[src/rtl/xlat_pkg.sv]
package xlat_pkg;

    localparam int VA_W       = 32;
    localparam int PA_W       = 32;
    localparam int BASE_SHIFT = 12;
    localparam int LG_W       = 5;

    typedef enum logic [1:0] {
        OP_LOOKUP = 2'b00,
        OP_INSERT = 2'b01,
        OP_DEMAP  = 2'b10,
        OP_FLUSH  = 2'b11
    } xlat_op_e;

    typedef struct packed {
        logic            vld;
        logic [VA_W-1:0] va_base;
        logic [PA_W-1:0] pa_base;
        logic [LG_W-1:0] lg;
        logic            wr_ok;
        logic            uc;
    } xlat_entry_t;

    typedef struct packed {
        xlat_op_e        op;
        logic            touch;
        logic            is_wr;
        logic            alloc;
        logic [VA_W-1:0] va;
        logic [PA_W-1:0] pa;
        logic [LG_W-1:0] lg;
        logic            wr_ok;
        logic            uc;
    } xlat_cmd_t;

    function automatic logic [LG_W-1:0] clamp_lg(input logic [LG_W-1:0] lg,
                                                 input int max_lg);
        if (int'(lg) < BASE_SHIFT)  return LG_W'(BASE_SHIFT);
        else if (int'(lg) > max_lg) return LG_W'(max_lg);
        else                        return lg;
    endfunction

    function automatic logic [VA_W-1:0] va_mask(input logic [LG_W-1:0] lg);
        return (VA_W'(1) << lg) - VA_W'(1);
    endfunction

    function automatic logic [PA_W-1:0] pa_mask(input logic [LG_W-1:0] lg);
        return (PA_W'(1) << lg) - PA_W'(1);
    endfunction

endpackage

[src/rtl/xlat_range_cmp.sv]
module xlat_range_cmp
    import xlat_pkg::*;
(
    input  xlat_entry_t     ent,
    input  logic [VA_W-1:0] va,
    output logic            hit
);
    logic [VA_W:0] upper;
    logic          above_base;
    logic          below_top;

    always_comb begin
        upper      = {1'b0, ent.va_base} + ((VA_W+1)'(1) << ent.lg);
        above_base = (ent.va_base <= va);
        below_top  = ({1'b0, va} < upper);
        hit        = ent.vld && above_base && below_top;
    end
endmodule

[src/rtl/xlat_recency.sv]
module xlat_recency #(
    parameter int SETS = 2,
    parameter int WAYS = 4,
    localparam int IW = (WAYS > 1) ? $clog2(WAYS) : 1,
    localparam int SW = (SETS > 1) ? $clog2(SETS) : 1
) (
    input  logic          clk,
    input  logic          rst,
    input  logic [SW-1:0] rd_set,
    output logic [IW-1:0] rd_order [WAYS],
    input  logic          upd_en,
    input  logic [SW-1:0] upd_set,
    input  logic [IW-1:0] upd_way
);
    logic [IW-1:0] ord [SETS][WAYS];
    logic [IW-1:0] row [WAYS];
    logic [IW-1:0] nxt [WAYS];
    int            pos;

    always_comb begin
        for (int p = 0; p < WAYS; p++) rd_order[p] = ord[rd_set][p];
    end

    always_comb begin
        pos = 0;
        for (int p = 0; p < WAYS; p++) begin
            row[p] = ord[upd_set][p];
            if (ord[upd_set][p] == upd_way) pos = p;
        end
        nxt[0] = upd_way;
        for (int p = 1; p < WAYS; p++) nxt[p] = (p > pos) ? row[p] : row[p-1];
    end

    always_ff @(posedge clk) begin
        if (rst) begin
            for (int s = 0; s < SETS; s++)
                for (int p = 0; p < WAYS; p++)
                    ord[s][p] <= IW'(p);
        end else if (upd_en) begin
            for (int p = 0; p < WAYS; p++) ord[upd_set][p] <= nxt[p];
        end
    end

    logic [WAYS-1:0] seen;
    always_comb begin
        seen = '0;
        for (int p = 0; p < WAYS; p++) seen[rd_order[p]] = 1'b1;
    end

    AST_ORDER_PERM: assert property (@(posedge clk) disable iff (rst)
        $countones(seen) == WAYS);
endmodule

[src/rtl/xlat_buffer.sv]
module xlat_buffer
    import xlat_pkg::*;
#(
    parameter int ENTRIES = 8,
    parameter int WAYS    = 4,
    parameter int MAX_LOG = 21
) (
    input  logic            clk,
    input  logic            rst,
    input  logic            cmd_valid,
    output logic            cmd_ready,
    input  logic [1:0]      cmd_op,
    input  logic            cmd_touch,
    input  logic            cmd_write,
    input  logic            cmd_alloc,
    input  logic [VA_W-1:0] cmd_va,
    input  logic [PA_W-1:0] ins_pa,
    input  logic [LG_W-1:0] ins_lg,
    input  logic            ins_writable,
    input  logic            ins_uncached,
    output logic            rsp_valid,
    output logic            rsp_hit,
    output logic [PA_W-1:0] rsp_pa,
    output logic            rsp_fault,
    output logic            rsp_uncached
);
    localparam int SETS = ENTRIES / WAYS;
    localparam int SW   = (SETS > 1) ? $clog2(SETS) : 1;
    localparam int IW   = (WAYS > 1) ? $clog2(WAYS) : 1;
    localparam int EW   = (ENTRIES > 1) ? $clog2(ENTRIES) : 1;

    // command stage
    logic      s_valid;
    xlat_cmd_t s_cmd;

    assign cmd_ready = !s_valid;

    always_ff @(posedge clk) begin
        if (rst) begin
            s_valid <= 1'b0;
            s_cmd   <= '0;
        end else if (cmd_valid && cmd_ready) begin
            s_valid     <= 1'b1;
            s_cmd.op    <= xlat_op_e'(cmd_op);
            s_cmd.touch <= cmd_touch;
            s_cmd.is_wr <= cmd_write;
            s_cmd.alloc <= cmd_alloc;
            s_cmd.va    <= cmd_va;
            s_cmd.pa    <= ins_pa;
            s_cmd.lg    <= ins_lg;
            s_cmd.wr_ok <= ins_writable;
            s_cmd.uc    <= ins_uncached;
        end else begin
            s_valid <= 1'b0;
        end
    end

    // set selection
    logic [SW-1:0] cur_set;
    generate
        if (SETS > 1) begin : g_set_idx
            assign cur_set = s_cmd.va[BASE_SHIFT +: SW];
        end else begin : g_full_assoc
            assign cur_set = '0;
        end
    endgenerate

    // storage and per-way compare
    xlat_entry_t     ents [ENTRIES];
    xlat_entry_t     way_ent [WAYS];
    logic [WAYS-1:0] way_hit;

    generate
        for (genvar w = 0; w < WAYS; w++) begin : g_way
            assign way_ent[w] = ents[EW'(int'(cur_set) * WAYS + w)];
            xlat_range_cmp u_cmp (
                .ent (way_ent[w]),
                .va  (s_cmd.va),
                .hit (way_hit[w])
            );
        end
    endgenerate

    // recency
    logic [IW-1:0] rd_order [WAYS];
    logic          upd_en;
    logic [IW-1:0] upd_way;

    xlat_recency #(.SETS(SETS), .WAYS(WAYS)) u_rec (
        .clk      (clk),
        .rst      (rst),
        .rd_set   (cur_set),
        .rd_order (rd_order),
        .upd_en   (upd_en),
        .upd_set  (cur_set),
        .upd_way  (upd_way)
    );

    // winner by recency, free way, victim
    logic          win_found;
    logic [IW-1:0] win_way;
    logic          free_found;
    logic [IW-1:0] free_way;
    logic [IW-1:0] victim;

    always_comb begin
        win_found = 1'b0;
        win_way   = '0;
        for (int p = 0; p < WAYS; p++) begin
            if (!win_found && way_hit[rd_order[p]]) begin
                win_found = 1'b1;
                win_way   = rd_order[p];
            end
        end
        free_found = 1'b0;
        free_way   = '0;
        for (int w = 0; w < WAYS; w++) begin
            if (!free_found && !way_ent[w].vld) begin
                free_found = 1'b1;
                free_way   = IW'(w);
            end
        end
        victim = free_found ? free_way : rd_order[WAYS-1];
    end

    // new entry formed from the command
    xlat_entry_t     win_ent;
    xlat_entry_t     new_ent;
    logic [LG_W-1:0] lg_c;

    always_comb begin
        win_ent         = way_ent[win_way];
        lg_c            = clamp_lg(s_cmd.lg, MAX_LOG);
        new_ent.vld     = 1'b1;
        new_ent.lg      = lg_c;
        new_ent.va_base = s_cmd.va & ~va_mask(lg_c);
        new_ent.pa_base = s_cmd.pa & ~pa_mask(lg_c);
        new_ent.wr_ok   = s_cmd.wr_ok;
        new_ent.uc      = s_cmd.uc;
    end

    assign upd_en  = s_valid && (((s_cmd.op == OP_LOOKUP) && s_cmd.touch && win_found) ||
                                 ((s_cmd.op == OP_INSERT) && s_cmd.alloc));
    assign upd_way = (s_cmd.op == OP_INSERT) ? victim : win_way;

    always_ff @(posedge clk) begin
        if (rst) begin
            for (int i = 0; i < ENTRIES; i++) ents[i] <= '0;
        end else if (s_valid) begin
            case (s_cmd.op)
                OP_INSERT: if (s_cmd.alloc)
                    ents[EW'(int'(cur_set) * WAYS + int'(victim))] <= new_ent;
                OP_DEMAP: if (win_found)
                    ents[EW'(int'(cur_set) * WAYS + int'(win_way))].vld <= 1'b0;
                OP_FLUSH:
                    for (int i = 0; i < ENTRIES; i++) ents[i].vld <= 1'b0;
                default: ;
            endcase
        end
    end

    // response
    logic            n_hit, n_fault, n_uc;
    logic [PA_W-1:0] n_pa;

    always_comb begin
        n_hit   = 1'b0;
        n_pa    = '0;
        n_fault = 1'b0;
        n_uc    = 1'b0;
        if (s_valid) begin
            case (s_cmd.op)
                OP_LOOKUP: if (win_found) begin
                    n_hit   = 1'b1;
                    n_pa    = win_ent.pa_base + PA_W'(s_cmd.va & va_mask(win_ent.lg));
                    n_fault = s_cmd.is_wr && !win_ent.wr_ok;
                    n_uc    = win_ent.uc;
                end
                OP_INSERT: begin
                    n_hit   = 1'b1;
                    n_pa    = new_ent.pa_base + PA_W'(s_cmd.va & va_mask(lg_c));
                    n_fault = s_cmd.is_wr && !new_ent.wr_ok;
                    n_uc    = new_ent.uc;
                end
                OP_DEMAP: n_hit = win_found;
                default: ;
            endcase
        end
    end

    always_ff @(posedge clk) begin
        if (rst) begin
            rsp_valid    <= 1'b0;
            rsp_hit      <= 1'b0;
            rsp_pa       <= '0;
            rsp_fault    <= 1'b0;
            rsp_uncached <= 1'b0;
        end else begin
            rsp_valid    <= s_valid;
            rsp_hit      <= n_hit;
            rsp_pa       <= n_pa;
            rsp_fault    <= n_fault;
            rsp_uncached <= n_uc;
        end
    end

    // assertions
    logic [ENTRIES-1:0] vld_vec;
    always_comb for (int i = 0; i < ENTRIES; i++) vld_vec[i] = ents[i].vld;

    AST_RSP_LATENCY: assert property (@(posedge clk) disable iff (rst)
        (cmd_valid && cmd_ready) |=> ##1 rsp_valid);
    AST_MISS_ZERO: assert property (@(posedge clk) disable iff (rst)
        (rsp_valid && !rsp_hit) |-> (rsp_pa == '0 && !rsp_fault && !rsp_uncached));
    AST_NOALLOC_KEEP: assert property (@(posedge clk) disable iff (rst)
        (s_valid && s_cmd.op == OP_INSERT && !s_cmd.alloc) |=> $stable(vld_vec));
    AST_FLUSH_EMPTY: assert property (@(posedge clk) disable iff (rst)
        (s_valid && s_cmd.op == OP_FLUSH) |=> (vld_vec == '0));
    AST_FAULT_ON_HIT: assert property (@(posedge clk) disable iff (rst)
        (rsp_valid && rsp_fault) |-> rsp_hit);
endmodule

[config.mk]
export PLATFORM = sky130hd
export DESIGN_NAME = xlat_buffer
export DESIGN_NICKNAME = d
export VERILOG_FILES = /design/src/rtl/xlat_pkg.sv /design/src/rtl/xlat_range_cmp.sv /design/src/rtl/xlat_recency.sv /design/src/rtl/xlat_buffer.sv
export SDC_FILE = /design/constraint.sdc
export NUM_CORES = 2
export LEC_CHECK = 0
export BUFFER_PORTS_ARGS = -buffer_cell sky130_fd_sc_hd__buf_2
export CORE_ASPECT_RATIO = 0.8
export CORE_MARGIN = 3
export CORE_UTILIZATION = 50
export DETAILED_ROUTE_END_ITERATION = 7
export HOLD_SLACK_MARGIN = 0.02
export PLACE_DENSITY = 0.66
export SYNTH_ARGS = -nofsm -noshare
export SYNTH_HDL_FRONTEND = slang
export SYNTH_SLANG_ARGS = --single-unit
export TNS_END_PERCENT = 10
[constraint.sdc]
create_clock -name clk -period 17.8 [get_ports clk]
set_input_delay 0.89 -clock clk [delete_from_list [all_inputs] [get_ports clk]]
set_output_delay 0.89 -clock clk [all_outputs]
set_load 0.01 [all_outputs]
==> flow_metrics.env <==
export IMPL_outcome="complete, but fails checks"
export IMPL_violations="DRC, slew limit"
export IMPL_ys_types=93
export IMPL_max_cap_violations=0
export IMPL_worstPathRequired_ns=18.35
export IMPL_yosys_warnings=0
export IMPL_clock_path_buffers=3
export IMPL_cp_num_buf_inv=3
export IMPL_cp_common_cell="o21ai_0"
export IMPL_dp_hpwl_microns=104000
export IMPL_num_io_pins=116
export IMPL_antenna_found_initial=6
export IMPL_placed_area_sq_um=46500
export IMPL_ys_flop_type="edfxtp_1"
export IMPL_drc=4
export IMPL_clkSinkCount=700
export IMPL_grt_pass1_vias=32300
export IMPL_holdWs_ns=0.454
export IMPL_coreArea_sq_um=86600
export IMPL_place_ws_ns=2.23
export IMPL_area_growth_pct=11.0
export IMPL_async_flop_share=0
export IMPL_cts_tree="yes"
export IMPL_max_clock_freq_mhz=62.2
export IMPL_clkLatencyLatePin_ns=0.67
export IMPL_drtIter0Drc=4965
export IMPL_gp_congestion=0.984
export IMPL_rsz0062_at_grt="false"
export IMPL_ys_seq_elements=700
export IMPL_period_share=0.903
export IMPL_grt_usage=0.315
export IMPL_grt_overflow=0
export IMPL_layout_drive_gt1_share=0.126
export IMPL_path_class="reg2reg"
export IMPL_synth_area_leaders="edfxtp_1, ha_1, nor2_1, dfxtp_1, mux2_2"
export IMPL_slowest_stage="a2111oi_0"
export IMPL_post_route_util=0.566
export IMPL_synth_area_per_cell_sq_um=10.1
export IMPL_p_leak_nw=19.4
export IMPL_cp_arrival_ns=16.62
export IMPL_synthesis_area_sq_um=44200
export IMPL_period_needed_ns=16.07
export IMPL_htreeDepth=3
export IMPL_p_per_area_nw_per_um2=92.4
export IMPL_yosysSeqAreaShare=0.451
export IMPL_fillers=7469
export IMPL_worstPathMaxFanout=49
export IMPL_cts_resized=0
export IMPL_ir_drop_v=0.0000891
export IMPL_dieArea_sq_um=92000
export IMPL_final_cells=5794
export IMPL_vias=35700
export IMPL_skew_ns=0.0325
export IMPL_root_buffer="clkbuf_16"
export IMPL_cts_setup_buffers=0
export IMPL_routed_wl_microns=149000
export IMPL_die_width_microns=338
export IMPL_cts_hold_buffers=0
export IMPL_worstHoldPathType="reg2reg"
export IMPL_start_kind="flop"
export IMPL_yosysTopAreaCellShare=0.402
export IMPL_fin_tns_setup_ns=0
export IMPL_synth_common_cells="nor2_1, edfxtp_1, ha_1, nand2_1, a21oi_1"
export IMPL_ant_nets=0
export IMPL_viasPerCell=6.16
export IMPL_worst_pin_slew_ns=1.67
export IMPL_grt_start_max_net_pins=74
export IMPL_fin_ws_ns=1.73
export IMPL_grt_pass1_wl_microns=216000
export IMPL_firstDrtPassIters=8
export IMPL_power_mw=4.53
export IMPL_path_clk_slew_ns=0.06
export IMPL_max_stage_delay_ns=0.75
export IMPL_finalHoldViolCount=0
export IMPL_slew_violations=11
export IMPL_yosysMostFrequentCell="nor2_1"
export IMPL_finish_net_count=5056
export IMPL_cts_buffers=75
export IMPL_port_buffers=109
export IMPL_crit_family="compound AO/OA/AOI/OAI gates"
export IMPL_num_rows=96
export IMPL_cp_end_kind="flop"
export IMPL_synth_edff_count=592
export IMPL_netlist_instances=4376
export IMPL_initial_core_util=0.510
export IMPL_slew_headroom=-0.117
export IMPL_dp_cells=5657
export IMPL_final_cell_area_sq_um=49000
export IMPL_die_h_microns=272
export IMPL_finalSetupViolations=0
export IMPL_wl_per_cell_microns=25.7
export IMPL_yosysTopAreaCell="edfxtp_1"
==> path summary, 6_finish.rpt <==
path / slack, ns / end / start / cells after the start
setup / recovery: 1.73 / rsp_pa[31] / cur_set / 56
hold / removal: 0.45 / s_cmd[47] / s_cmd[47] / 2
setup reg to reg: 1.73 / rsp_pa[31] / cur_set / 56
hold reg to reg: 0.45 / s_cmd[47] / s_cmd[47] / 2
==> cell type report <==
class	instances	area (sq um)	share of cell area
Multi-Input combinational cell	3486	23600	0.481
Inverter	115	432	0.00881
Timing Repair Buffer	180	1090	0.0223
Sequential cell	700	19900	0.407
Clock inverter	42	517	0.0105
Clock buffer	94	1990	0.0406
Tap cell	1176	1470	0.0300
Antenna cell	1	2.50	0.0000510
==> report_power, final <==
part | total (mW) | internal, mW | switching, mW
Combinational | 1.05 | 0.365 | 0.685
Sequential | 1.87 | 1.84 | 0.0324
Clock | 1.60 | 0.900 | 0.705
Total | 4.53 | 3.11 | 1.42
==> metal layers <==
metal  vias up  global-route usage  share of wire  wire length [microns]
li1      16200                   -              -                      -
met1     17200               0.479           0.45                  66300
met2      2009               0.435           0.40                  59300
met3       284              0.0832           0.12                  18500
met4         6              0.0930          0.032                   4790
met5         -                   0        0.00028                     42
==> logic make-up after synthesis <==
family / synth area share
AO/OA/AOI/OAI: 0.125
XOR/XNOR: 0.0325
adder cells (fa/ha/maj): 0.120
buffers and inverters: 0.0265
flip-flops: 0.451
multiplexers: 0.0859
other: 0.000170
AND/OR/NAND/NOR: 0.159
==> state kept, by name, summed over array words and instances, names as in the netlist, named ones only <==
| signal | cells |
|---|---|
| cur_set | 1 |
| ents | 576 |
| new_ent | 2 |
| rsp_fault | 1 |
| rsp_hit | 1 |
| rsp_pa | 32 |
| rsp_uncached | 1 |
| rsp_valid | 1 |
| s_cmd | 67 |
| s_valid | 1 |
| u_rec.ord | 16 |
==> worst reg2reg max path: cells and delay by family, from the launching register on <==
family	cells	cell delay, ns
AOI/OAI and AO/OA	27	7.29
and+or+nand+nor	16	3.51
muxes	4	1.98
buffers and inverters	3	0.61
adders and majority gates	4	1.61
DFF	1	0.65
xor gates and xnor gates	2	0.33
==> placed cells by master (no fill, tap or decap), types with 32 or more instances in the layout <==
cell type,instances
nor2_1,814
edfxtp_1,592
ha_1,414
nand2_1,380
a21oi_1,314
mux2_2,174
o21ai_0,152
inv_1,113
buf_2,108
dfxtp_1,106
conb_1,104
a21o_1,101
mux2i_1,92
nand3_1,92
xnor2_1,84
xor2_1,80
clkbuf_16,76
buf_4,71
a211oi_1,54
nor3_1,47
nand4_1,46
nand2b_1,44
nor2b_1,39
mux4_2,37
o211ai_1,32
No activity file was read; power rests on OpenSTA's default activity.
